==> src/rtl/flt_capture.sv <==
module flt_capture (
  input  logic       clk,
  input  logic       rst_n,
  input  logic [6:0] sup_flt,
  input  logic [3:0] gp_in,
  input  logic       wd_flt,
  input  logic [7:0] mask_lo,
  input  logic [7:0] mask_hi,
  input  logic       rd_lo,
  input  logic       rd_hi,
  output logic [7:0] dout_lo,
  output logic [7:0] dout_hi
);
  localparam int NSUP = 7;
  localparam int NGP  = 4;
  localparam int PAD  = 3;
  localparam int W    = PAD + NSUP + NGP + 1;

  logic [W-1:0] live, msk, snap_q, shown;
  logic         flag_q, chg;

  assign live  = {wd_flt, gp_in, sup_flt, {PAD{1'b0}}};
  assign msk   = {mask_hi, mask_lo[6:0]};
  assign chg   = |((live ^ snap_q) & ~msk);
  assign shown = (flag_q ? snap_q : live) & ~msk;

  always_ff @(posedge clk) begin
    if (!rst_n) begin
      flag_q <= 1'b0;
      snap_q <= '0;
    end else if (!flag_q) begin
      snap_q <= live;
      flag_q <= chg;
    end else if (rd_hi) begin
      flag_q <= 1'b0;
    end
  end

  assign dout_lo = {flag_q, shown[6:0]};
  assign dout_hi = shown[W-1:7];

  AST_FLAG_SETS: assert property (@(posedge clk) disable iff (!rst_n)
    (!flag_q && chg) |=> dout_lo[7]);
  AST_FROZEN: assert property (@(posedge clk) disable iff (!rst_n)
    (flag_q && !rd_hi) |=> $stable(snap_q) && flag_q);
  AST_HI_CLEARS: assert property (@(posedge clk) disable iff (!rst_n)
    (flag_q && rd_hi) |=> !dout_lo[7]);
  AST_LO_NO_CLEAR: assert property (@(posedge clk) disable iff (!rst_n)
    (flag_q && rd_lo && !rd_hi) |=> dout_lo[7]);
  AST_MASKED_ZERO: assert property (@(posedge clk) disable iff (!rst_n)
    ((dout_lo[6:0] & mask_lo[6:0]) == 7'd0) && ((dout_hi & mask_hi) == 8'd0));
  AST_FLAG_UNMASKABLE: assert property (@(posedge clk) disable iff (!rst_n)
    (!flag_q && chg && mask_lo[7]) |=> dout_lo[7]);
  AST_PAD_ZERO: assert property (@(posedge clk) disable iff (!rst_n)
    dout_lo[2:0] == 3'd0);
endmodule

==> config.mk <==
export PLATFORM = sky130hd
export DESIGN_NAME = flt_capture
export DESIGN_NICKNAME = d
export VERILOG_FILES = /design/src/rtl/flt_capture.sv
export SDC_FILE = /design/constraint.sdc
export NUM_CORES = 1
export LEC_CHECK = 0
export ABC_AREA = 0
export BUFFER_PORTS_ARGS = -buffer_cell sky130_fd_sc_hd__buf_2
export CAP_MARGIN = 20
export CORE_MARGIN = 4
export CORE_UTILIZATION = 25
export DETAILED_ROUTE_END_ITERATION = 6
export PLACE_DENSITY_LB_ADDON = 0.1
export SYNTH_ARGS = -nofsm -noshare
export SYNTH_HDL_FRONTEND = slang
export SYNTH_SLANG_ARGS = --single-unit
==> constraint.sdc <==
create_clock -name clk -period 3.67 [get_ports clk]
set_clock_uncertainty 0.15 [all_clocks]
set_input_delay 0.1835 -clock clk [delete_from_list [all_inputs] [get_ports clk]]
set_output_delay 0.1835 -clock clk [all_outputs]
set_load 0.02 [all_outputs]
# --- Word-level counts from Yosys, hierarchy flattened ---
# Index checks and enable logic that the tools add are counted.
word_totals:
  out_inout_bits: 16
  input_bits: 32
  regBits: 16
classes:
  n_reduce_logical: 1
  n_mux: 3
  bitwise: 4
ops:
  columns: ["operator", "n"]
  rows:
  - ["15-bit bitwise AND", 2]
  - ["15-bit 2-to-1 mux", 1]
  - ["15-bit NOT", 1]
  - ["15-bit OR reduction", 1]
  - ["15-bit XOR", 1]
  - ["1-bit 2-to-1 mux", 2]

# --- Longest topological paths before layout ---
# Gate-level depths: netlist of run 1.
logic_depth:
  depth_word: 4
  depth_mapped: 4

# --- Worst setup path before layout of run 1 ---
# No wires, ideal clock.
synth_timing:
  kind: "flip-flop to output port"
  from: "register, netlist name flag_q"
  to: "output port dout_lo[1]"
  path_slack_ns: 2.327
  stages_incl_launch_ff: 3
  arrival_ns: 1.009
  path_buffers: 1
  cell_sequence: "dfxtp_1 -> buf_6 -> nor3b_1"
synth_lines:
  columns: ["element", "line_no", "source"]
  rows:
  - ["to (decl)", "11", "output logic [7:0] dout_lo,"]

# --- Worst setup path after layout of run 1 ---
layout_timing:
  from: "register flag_q"
  to: "output port dout_hi[5]"
layout_via:
  elab_chain_len: 2
layout_rtl:
  columns: ["element", "line_no", "source"]
  rows:
  - ["from (decl)", "20", "logic flag_q, chg;"]
  - ["from (signal assigned)", "33", "flag_q <= chg;"]
  - ["15-bit 2-to-1 mux", null, null]
  - ["15-bit bitwise AND", "25", "assign shown = (flag_q ? snap_q : live) & ~msk;"]
  - ["to (decl)", "12", "output logic [7:0] dout_hi"]
# No other way between the ends.

==> results of run 1 <==
-- final cells by class --
cell class,instances,share of cell area
Multi-Input combinational cell,68,0.4112
Sequential cell,16,0.2807
Timing Repair Buffer,46,0.2061
Tap cell,44,0.04825
Clock buffer,4,0.03180
Inverter,3,0.02193
-- metrics by stage --
stage	total power [uW]	cells
after global routing	441.1	181
after global placement	299.3	176
after CTS	423.0	181
after detailed placement	300.5	176
after floorplan	264.9	91
final	411.1	181
-- flip-flops by register name (all words and copies together) (netlist names) --
| name | flops |
|---|---|
| snap_q | 15 |
| flag_q | 1 |
-- synth_stat cells --
master,instances
a2111oi_2,1
a31oi_1,1
and3_1,4
buf_2,1
buf_4,2
buf_6,1
bufinv_8,1
dfxtp_1,16
inv_1,2
mux2i_1,12
nand2_1,2
nor2_1,15
nor2b_1,12
nor3b_1,2
nor4_1,1
o22ai_1,6
xnor2_1,12
-- worst max-delay path, stage by stage, from the launching register on --
cell and delay (ps):
dfxtp_1 970, mux2i_1 350, nor2_1 60, buf_2 160
-- layer usage --
| layer | part of all wire | global-route usage |
|---|---|---|
| met1 | 0.48 | 0.1182 |
| met2 | 0.43 | 0.1413 |
| met3 | 0.082 | 0.03741 |
| met4 | 0.014 | 0.03807 |
| met5 | 0 | 0 |
-- power groups by stage --
stage                     registers (uW)  logic (uW)  clock network (uW)
after floorplan                      194        71.2                   0
after global placement               201        97.9                   0
after detailed placement             202        98.9                   0
after CTS                            198         100                 125
after global routing                 200         109                 132
final                                197        97.9                 116
-- worst paths after layout --
path / slack (ps) / endpoint
worst max-delay path: 1510 / dout_hi[5]
worst min-delay path: 50 / snap_q[8]$_SDFF_PN0_
worst max register to register: 2030 / snap_q[12]$_SDFF_PN0_
worst min register to register: 350 / snap_q[1]$_SDFF_PN0_
-- placed cells by master, fill, tap and decap left out --
| cell | instances |
|---|---|
| buf_2 | 45 |
| dfxtp_1 | 16 |
| nor2_1 | 15 |
| mux2i_1 | 12 |
| nor2b_1 | 12 |
| xnor2_1 | 12 |
| o22ai_1 | 6 |
| and3_1 | 4 |
| clkbuf_4 | 3 |
| inv_1 | 2 |
| nor3b_1 | 2 |
| nand2_1 | 2 |
| bufinv_8 | 1 |
| a2111oi_2 | 1 |
| nor4_1 | 1 |
| a31oi_1 | 1 |
| clkbuf_8 | 1 |
| dlygate4sd3_1 | 1 |
-- logic make-up (layout without fill, tap and decap cells) --
group	Yosys count	count (layout)	share of synthesized area
buf+inv	7	53	0.06656
flops	16	16	0.3787
compound gates	8	8	0.06953
mux	12	12	0.1420
xor+xnor	12	12	0.1243
simple gates	36	36	0.2189
==> qor_table.md, run 1 <==
| Parameter | Reported |
| --- | --- |
| Status | completed |
| Die area | 4378 sq um |
| Clock tree from TritonCTS | built |
| Unrepaired setup endpoints after global routing | false |
| Cell depth of the worst min-delay path | 3 |
| Share of total power in combinational logic | 0.238 |
| Remaining DRCs | 0 |
| Clock buffers created by TritonCTS | 3 |
| Via count | 768 |
| Syn Inst Count | 91 |
| Maximum vdd drop | 0.1784 mV |
| Synth-to-layout area growth | 34.91% |
| Number of inserted diodes | 0 |
| Tmin final | 2157 ps |
| Cell taking the most area after synthesis | dfxtp_1 |
| Clock Tree Buf Depth | 2 |
| Clk root buf | clkbuf_4 |
| Sequential cell area fraction in the yosys report | 0.3787 |
| Critical path capture point type | primary output |
| Die Y-Extent | 66.17 um |
| Post-synth top area share | 0.3787 |
| Internal Dissipation | 295.6 uW |
| Initial DRT Pass Iterations | 3 |
| Final hold violations | 0 |
| Final Max Slew Viols | 0 |
| Final antenna-violating net count | 0 |
| Horizontal die dimension | 66.17 um |
| Depth of the most critical reg-to-reg path | 2 |
| Worst setup slack before clock tree synthesis | 1822 ps |
| Final standard cell area without fillers | 1141 sq um |
| Max_cap viols | 0 |
| CTS sink count | 16 |
| Startpoint of the worst-slack reg-to-reg timing path | flag_q$_SDFF_PN0_ |
| Layout Utilization | 0.3619 |
| Critical path start-end classification | reg2out |
| Number of distinct library cells after synthesis | 17 |
| # fillers | 361 |
| Gp weighted congestion | 0.6112 |
| Largest net degree at the start of global routing | 22 |
| Leakage Power | 0.0005413 uW |
| Buffer count from post-CTS setup fixing | 0 |
| Synthesized cell area | 845.8 sq um |
| Initial antenna violation count | 0 |
| Warning count from the yosys run | 0 |
| Critical path arrival | 1820 ps |
| # resized after CTS | 0 |
| Actual slew at the worst max-slew pin | 964.1 ps |
| Final TNS setup | 0 ps |
| Initial DRC Count | 15 |
| Kind of start point of the critical path | register |
| Hold_buf cts | 1 |
| GRT overflow | 0 |
| Post-Synthesis Net Count | 123 |
| Power Density | 360.3 nW/um^2 |
| I/O pin cnt | 48 |
| Average vias per placed instance | 4.243 |
| Maximum fanout encountered on the critical timing path | 21 |
| Via count of the first global-routing pass | 748 |
| Crit path from | flag_q$_SDFF_PN0_ |
| Clock Power Share | 0.282 |
| Sw Ratio | 0.2809 |
| Fin worst setup slack | 1513 ps |
| Global-route wire length before repair | 3132 um |
| Number of endpoints failing setup at the final stage | 0 |
| Count of H-tree levels built during CTS | 1 |
| FF/Latch Area | 320.3 sq um |
| Port bufs | 45 |
| Hold Worst Slack | 49.04 ps |
| Portion of total power attributed to sequential cells | 0.480 |
| Aggregate routed wire length | 1912 um |
| Hold path startpoint | sup_flt[5] |
| Layout cells sized above 1 | 0.3723 |
| Data required time at the worst endpoint | 3340 ps |
| Detailed Place HPWL | 1495 um |
| Worst min-delay path category | in2reg |
| Clock latency at the later pin of the worst-skew pair | 290 ps |
| Leading post-synthesis cells by cell area | dfxtp_1, mux2i_1, xnor2_1 |
| Worst slew margin | 0.3564 |
| Mean instance size in the synthesized netlist | 9.295 sq um |
| Overall Global Routing Usage | 0.09386 |
| Number of flip-flops and latches in the synthesized netlist | 16 |
| Net switching power | 115.5 uW |
| Dpl cell area | 1095 sq um |
| Number of nets at the end of the flow | 170 |
| Cell row count | 20 |
| Achievable clock frequency | 0.4637 GHz |
| Multi-input gate area | 469.2 sq um |
| Register clock-pin slew on the reported worst setup and hold paths | 90 ps |
| Post-route clock period utilization | 0.5877 |
| Average wire per standard cell | 10.56 um |
| Initial cell density of the core | 0.2683 |
| Floorplan Core Area | 3153 sq um |
No activity file was read; power rests on OpenSTA's default activity.
==> inputs of run 2 (changes only) <==
- ABC_AREA: 0 -> 1
- clock period: 3.67 -> 1.95 ns (I/O delays scaled with it)
==> run 2 against run 1 <==
Die area grew 9.7%. Sequential share of layout area shrank 3.9 points. Routed wire length grew 22%. Global-route usage grew 0.78 points. Sequential cell count is the same. Worst hold slack lost 43 ps. Utilization grew 0.28 points. Area after synthesis grew 11%. Synthesized cell count grew 76%. Sequential power grew 84%. Critical endpoint is now dout_hi[1]. Largest cell class unchanged. Largest power group unchanged.
==> qor_table.md, run 2 <==
| Parameter | Reported | Delta |
| --- | --- | --- |
| Status | completed |  |
| Largest net degree at the start of global routing | 22 | unchanged |
| Worst path buffer plus inverter count | 2 | +1 |
| Remaining DRCs | 0 | unchanged |
| Number of endpoints failing setup at the final stage | 0 | unchanged |
| Largest register FFs | 15 | unchanged |
| Data required time at the worst endpoint | 1700 ps | -1640 ps |
| # resized after CTS | 0 | unchanged |
| Top cells by instance count after synthesis | nand2_1, nor2_1, inv_1, dfxtp_1, o21ai_0 |  |
| Largest registers | snap_q (15), flag_q (1) |  |
| Slowest stage cell, crit path | dfxtp_1 |  |
| Clock latency at the later pin of the worst-skew pair | 250 ps | -40 ps |
| Clock buffers created by TritonCTS | 3 | unchanged |
| Leakage Power | 0.0007362 uW | +36% |
| Final hold violations | 0 | unchanged |
| Most common cell after layout, fill and taps aside | buf_2 |  |
| Count of flip-flops with a built-in enable after synthesis | 0 | unchanged |
| Depth of the most critical reg-to-reg path | 5 | +3 |
| Port bufs | 45 | unchanged |
| Cell depth of the worst min-delay path | 3 | unchanged |
| Count of H-tree levels built during CTS | 1 | unchanged |
| Largest register by flop count | snap_q |  |
| Gp weighted congestion | 0.6589 | +7.8% |
| I/O pin cnt | 48 | unchanged |
| Initial cell density of the core | 0.2586 | -0.009645 |
| Post-route clock period utilization | 0.8319 |  |
| Maximum vdd drop | 0.5362 mV | +200% |
| Most frequently used flop master after synthesis | dfxtp_1 |  |
| Initial DRT Pass Iterations | 4 | +1 |
| Tmin final | 1622 ps |  |
| Startpoint of the worst-slack reg-to-reg timing path | flag_q$_SDFF_PN0_ |  |
| Actual slew at the worst max-slew pin | 432.9 ps | -531.1 ps |
| Worst slew margin | 0.7111 | +0.3547 |
| Initial antenna violation count | 0 | unchanged |
| Number of inserted diodes | 0 | unchanged |
| Critical path arrival | 1370 ps | -450 ps |
| Portion of total power attributed to sequential cells | 0.412 | -0.068 |
| Clock tree from TritonCTS | built |  |
| Reg-to-reg critical path endpoint | flag_q$_SDFF_PN0_ |  |
| Net switching power | 258.8 uW | +120% |
| Final TNS setup | 0 ps | unchanged |
| Horizontal die dimension | 69.31 um | +4.7% |
| Hold Worst Slack | 5.571 ps | -43.47 ps |
| Worst min-delay path category | in2reg |  |
| Hold path startpoint | gp_in[2] |  |
| Synth-to-layout area growth | 41.01% |  |
| Number of flip-flops and latches in the synthesized netlist | 16 | unchanged |
| Kind of start point of the critical path | register |  |
| Global-route wire length before repair | 4036 um | +29% |
| Die Y-Extent | 69.31 um | +4.7% |
| Post-Synthesis Net Count | 192 | +56% |
| Most frequent cell after synthesis | nand2_1 |  |
| Share of total power in combinational logic | 0.249 | +0.011 |
| Aggregate routed wire length | 2337 um | +22% |
| Initial DRC Count | 35 | +20 |
| Sequential cell area fraction in the yosys report | 0.3409 | -0.03782 |
| CTS sink count | 16 | unchanged |
| Proportion of register bits with asynchronous set or reset after synthesis | 0 | unchanged |
| Critical path capture point type | primary output |  |
| GRT overflow | 0 | unchanged |
| Hold path endpoint | snap_q[12]$_SDFF_PN0_ |  |
| Via count of the first global-routing pass | 972 | +30% |
| Register clock-pin slew on the reported worst setup and hold paths | 70 ps | -20 ps |
| Final antenna-violating net count | 0 | unchanged |
| Detailed Place HPWL | 1871 um | +25% |
| Most frequent cells in the layout | buf_2, nand2_1, nor2_1, inv_1, dfxtp_1 |  |
| Number of distinct library cells after synthesis | 17 | unchanged |
| Average wire per standard cell | 9.023 um | -15% |
| Clock Tree Buf Depth | 2 | unchanged |
| Mean instance size in the synthesized netlist | 5.873 sq um | -37% |
| Syn Inst Count | 160 | +76% |
| Power Density | 665.7 nW/um^2 | +85% |
| Number of nets at the end of the flow | 244 | +44% |
| Layout cells sized above 1 | 0.2370 | -0.1353 |
| Clock Power Share | 0.339 | +0.057 |
| Final Max Slew Viols | 0 | unchanged |
| Maximum fanout encountered on the critical timing path | 21 | unchanged |
| Leading post-synthesis cells by cell area | dfxtp_1, nand2_1, nor2_1 |  |
| Biggest cell delay along the critical path | 480 ps | -490 ps |
| Internal Dissipation | 623.2 uW | +110% |
| Average vias per placed instance | 4.127 | -2.7% |
| Family of cells with the greatest summed delay on the critical path | flip-flops |  |
| Warning count from the yosys run | 0 | unchanged |
| Post-synth top area share | 0.3409 | -0.03782 |
| Register-to-register setup slack | 340 ps | -1690 ps |
| Cell taking the most area after synthesis | dfxtp_1 |  |
| Via count | 1069 | +39% |
| CP cell instances | buf_12 -> mux2i_1 -> nor2_1 -> buf_2 |  |
| Clk root buf | clkbuf_8 |  |
| Cell row count | 22 | +10% |
| Critical path start-end classification | reg2out |  |
| Achievable clock frequency | 0.6164 GHz |  |
| Floorplan Core Area | 3633 sq um | +15% |
| Synthesized cell area | 939.7 sq um | +11% |
| Die area | 4803 sq um | +9.7% |
| Overall Global Routing Usage | 0.1016 | +0.007763 |
| Unrepaired setup endpoints after global routing | false |  |
| Max_cap viols | 0 | unchanged |
| Sw Ratio | 0.2935 | +0.01254 |
-- run 2: cell types whose count changed in the layout (fill, tap and decap cells not counted), moves of 6 or more --
cell	delta
nor2_1	+24
nor2b_1	-12
mux2i_1	-10
inv_1	+28
o22ai_1	-6
o21ai_0	+10
nand2_1	+40
xnor2_1	-11
-- run 2: how the worst max path moves through the flow --
stage / from / depth (start not counted) / slack (ps) / end
4_1_cts: flag_q$_SDFF_PN0_ / 4 / 310 / dout_hi[7]
3_5_place_dp: flag_q$_SDFF_PN0_ / 4 / 590 / dout_hi[7]
6_report: flag_q$_SDFF_PN0_ / 4 / 330 / dout_hi[1]
5_1_grt: flag_q$_SDFF_PN0_ / 4 / 240 / dout_lo[4]
2_1_floorplan: flag_q$_SDFF_PN0_ / 4 / 570 / dout_lo[2]
3_3_place_gp: flag_q$_SDFF_PN0_ / 4 / 610 / dout_hi[7]
-- run 2: power groups by stage --
stage	Combinational [uW]	Clock [uW]	Sequential, uW
detailed placement	214	0	371
global route	254	324	366
CTS	224	313	363
finish	220	299	363
floorplan	141	0	366
global placement	207	0	369
-- run 2: metrics by stage --
step	worst slack [ps]	area, sq um	utilization	instances	total power, uW
final	327.7	1325	0.3647	259	882.0
after global routing	241.6	1325	0.3647	259	944.3
after floorplan	565.4	939.7	-	160	506.4
after CTS	305.1	1325	0.3647	259	900.8
after global placement	609.9	1210	0.3330	249	576.6
after detailed placement	585.6	1210	0.3330	249	584.7
-- run 2: worst register-to-register path: stages, from the launching register on --
cell	delay, ps
dfxtp_1	480
buf_12	200
nand2_1	60
nand2_1	50
dlygate4sd3_1	540
nor2_1	40
-- run 2: repair_timing --
action,CTS,global route
hold endpoints to repair,7,0
setup buffers,0,0
hold buffers,6,0
-- run 2: kinds of logic after synthesis --
group,count (synthesis),share of synthesized area
muxes,2,0.02131
DFF,16,0.3409
xor gates and xnor gates,1,0.009323
buffers and inverters,35,0.1571
AOI/OAI and AO/OA,14,0.07723
and+or+nand+nor,92,0.3941
-- run 2: final cells by class --
type / count / area (sq um)
Clock buffer: 4 / 55.05
Fill cell: 419 / 2308
Inverter: 30 / 112.6
Multi-Input combinational cell: 109 / 471.7
Sequential cell: 16 / 320.3
Tap cell: 48 / 60.06
Timing Repair Buffer: 52 / 305.3
-- run 2: layer usage --
layer | global-route usage | vias to the layer above | share of wire
met2 | 0.1663 | 31 | 0.46
met5 | 0 | - | 0
li1 | - | 575 | -
met4 | 0.03254 | 0 | 0.0094
met3 | 0.05072 | 2 | 0.082
met1 | 0.1148 | 461 | 0.45
==> inputs of run 3 (changes only) <==
- clock period: 1.95 -> 1.7 ns (I/O delays scaled with it)
==> run 3 against run 2 <==
Sequential share of layout area rose by 0.16 points. Utilization is 0.24 points lower. Die area unchanged. Combinational power rose by 15%. Design area down 0.66%. Critical path depth up 1. Largest cell class unchanged. First-iteration DRC count decreased by 54%. Largest power group unchanged. Highest routed layer unchanged. Cell count increased by 0.39%.
==> qor_table.md, run 3 (synthesis gave the netlist of run 2 again) <==
| Parameter | Reported | Delta |
| --- | --- | --- |
| Status | completed |  |
| Largest register FFs | 15 | unchanged |
| Worst min-delay path category | in2reg |  |
| Global-route wire length before repair | 4243 um | +5.1% |
| Aggregate routed wire length | 2289 um | -2.1% |
| Final Max Slew Viols | 0 | unchanged |
| Clock latency at the later pin of the worst-skew pair | 240 ps | about the same |
| Critical path start-end classification | reg2reg |  |
| Internal Dissipation | 665.3 uW | +6.8% |
| Most common cell after layout, fill and taps aside | buf_2 |  |
| Cell seen most often among critical-path stages | nand2_1 |  |
| Clock Power Share | 0.292 | -0.047 |
| Register clock-pin slew on the reported worst setup and hold paths | 60 ps | about the same |
| Floorplan Core Area | 3633 sq um | unchanged |
| Port bufs | 45 | unchanged |
| Portion of total power attributed to sequential cells | 0.439 | +0.027 |
| Sw Ratio | 0.2944 | +0.0009444 |
| Total instance count after detailed placement | 250 | +0.40% |
| Tmin final | 1529 ps |  |
| Clock tree from TritonCTS | built |  |
| Via count | 1046 | -2.2% |
| Most frequent cells in the layout | buf_2, nand2_1, nor2_1, inv_1, dfxtp_1 |  |
| Actual slew at the worst max-slew pin | 443.0 ps | +10.09 ps |
| I/O pin cnt | 48 | unchanged |
| Net switching power | 277.6 uW | +7.2% |
| Achievable clock frequency | 0.6538 GHz |  |
| Worst slew margin | 0.7043 | -0.006737 |
| Power Density | 716.4 nW/um^2 | +7.6% |
| Largest net degree at the start of global routing | 22 | unchanged |
| Initial DRT Pass Iterations | 4 | unchanged |
| Maximum vdd drop | 0.3290 mV | -39% |
| Slowest stage cell, crit path | dlygate4sd3_1 |  |
| Final TNS setup | 0 ps | unchanged |
| Leakage Power | 0.0007339 uW | -0.31% |
| Initial DRC Count | 16 | -54% |
| # resized after CTS | 0 | unchanged |
| Initial antenna violation count | 0 | unchanged |
| Number of inserted diodes | 0 | unchanged |
| Initial cell density of the core | 0.2586 | unchanged |
| Final Power | 942.9 uW | +6.9% |
| Cell depth of the worst min-delay path | 3 | unchanged |
| Biggest cell delay along the critical path | 530 ps | +50 ps |
| Critical path arrival | 1520 ps | +150 ps |
| GRT overflow | 0 | unchanged |
| # fillers | 441 | +5.3% |
| Multi-input gate area | 471.7 sq um | unchanged |
| Layout cells sized above 1 | 0.2358 | -0.001118 |
| Final Non-Filler Cells | 260 | +0.39% |
| Register-to-register setup slack | 170 ps | -170 ps |
| Clk root buf | clkbuf_8 |  |
| Clock Tree Buf Depth | 2 | unchanged |
| Unrepaired setup endpoints after global routing | false |  |
| Depth of the most critical reg-to-reg path | 5 | unchanged |
| Number of nets at the end of the flow | 246 | +0.82% |
| Post-route clock period utilization | 0.8997 |  |
| Final hold violations | 0 | unchanged |
| Largest register by flop count | snap_q |  |
| Largest registers | snap_q (15), flag_q (1) |  |
| Max_cap viols | 0 | unchanged |
| Die Y-Extent | 69.31 um | unchanged |
| Cell row count | 22 | unchanged |
| Overall Global Routing Usage | 0.1053 | +0.003640 |
| Gp weighted congestion | 0.6599 | +0.15% |
| Average vias per placed instance | 4.023 | -2.5% |
| Count of H-tree levels built during CTS | 1 | unchanged |
| Final antenna-violating net count | 0 | unchanged |
| Clock buffers created by TritonCTS | 3 | unchanged |
| Via count of the first global-routing pass | 1020 | +4.9% |
| Number of endpoints failing setup at the final stage | 0 | unchanged |
| Remaining DRCs | 0 | unchanged |
| Data required time at the worst endpoint | 1690 ps | about the same |
| FF/Latch Area | 320.3 sq um | unchanged |
| Kind of start point of the critical path | register |  |
| Horizontal die dimension | 69.31 um | unchanged |
| Critical path capture point type | register |  |
| Detailed Place HPWL | 1817 um | -2.9% |
| CP cell instances | buf_4 -> nand2_1 -> nand2_1 -> dlygate4sd3_1 -> nor2_1 |  |
| Die area | 4803 sq um | unchanged |
| Share of total power in combinational logic | 0.270 | +0.021 |
| Average wire per standard cell | 8.804 um | -2.4% |
| Maximum fanout encountered on the critical timing path | 21 | unchanged |
| Synth-to-layout area growth | 40.08% |  |
| CTS sink count | 16 | unchanged |
run 3: changes by cell type in the layout (fill, tap and decap cells not counted):
cell / delta
buf_4: +2
clkbuf_8: -1
dlygate4sd3_1: +1
buf_12: -1
run 3: worst max-delay path, delay by kind of cell, from the launching register on:
family        cells  cell delay (ps)
buf+inv           2              760
flops             1              330
simple gates      3              180
run 3: power by group through the flow:
stage / clock [uW] / combinational, uW / sequential (uW)
floorplan: 0 / 161 / 419
global placement: 0 / 239 / 420
detailed placement: 0 / 245 / 422
CTS: 291 / 259 / 413
global route: 306 / 292 / 418
finish: 275 / 254 / 414
run 3: repair_timing:
action	in CTS	in global routing
hold endpoints to repair	6	0
buffers inserted	0	0
hold buffers	7	0
run 3: stage by stage:
step | util | hold slack, ps | instance area (sq um) | setup WS, ps
3_5_place_dp | 0.3316 | 198.8 | 1205 | 446.6
5_1_grt | 0.3623 | 18.51 | 1316 | 79.78
4_1_cts | 0.3623 | 4.684 | 1316 | 149.6
3_3_place_gp | 0.3316 | 196.3 | 1205 | 466.6
6_report | 0.3623 | 3.048 | 1316 | 170.5
2_1_floorplan | - | 60.77 | 939.7 | 327.9
run 3: layout make-up:
type / count / area share
Timing Repair Buffer: 54 / 0.2357
Multi-Input combinational cell: 109 / 0.3584
Inverter: 30 / 0.08555
Sequential cell: 16 / 0.2433
Tap cell: 48 / 0.04563
Clock buffer: 3 / 0.03137
run 3: metal layers:
layer	vias to the layer above	track usage	wire, um
li1	576	-	-
met2	25	0.1748	1058
met1	443	0.1246	1067
met5	-	0	0
met4	0	0.03254	22
met3	2	0.04058	140
run 3: worst paths after layout:
| check | start | end |
|---|---|---|
| worst max-delay path | flag_q$_SDFF_PN0_ | flag_q$_SDFF_PN0_ |
| worst min-delay path | gp_in[2] | snap_q[12]$_SDFF_PN0_ |
| worst max register to register | flag_q$_SDFF_PN0_ | flag_q$_SDFF_PN0_ |
| worst min register to register | snap_q[0]$_SDFF_PN0_ | snap_q[0]$_SDFF_PN0_ |
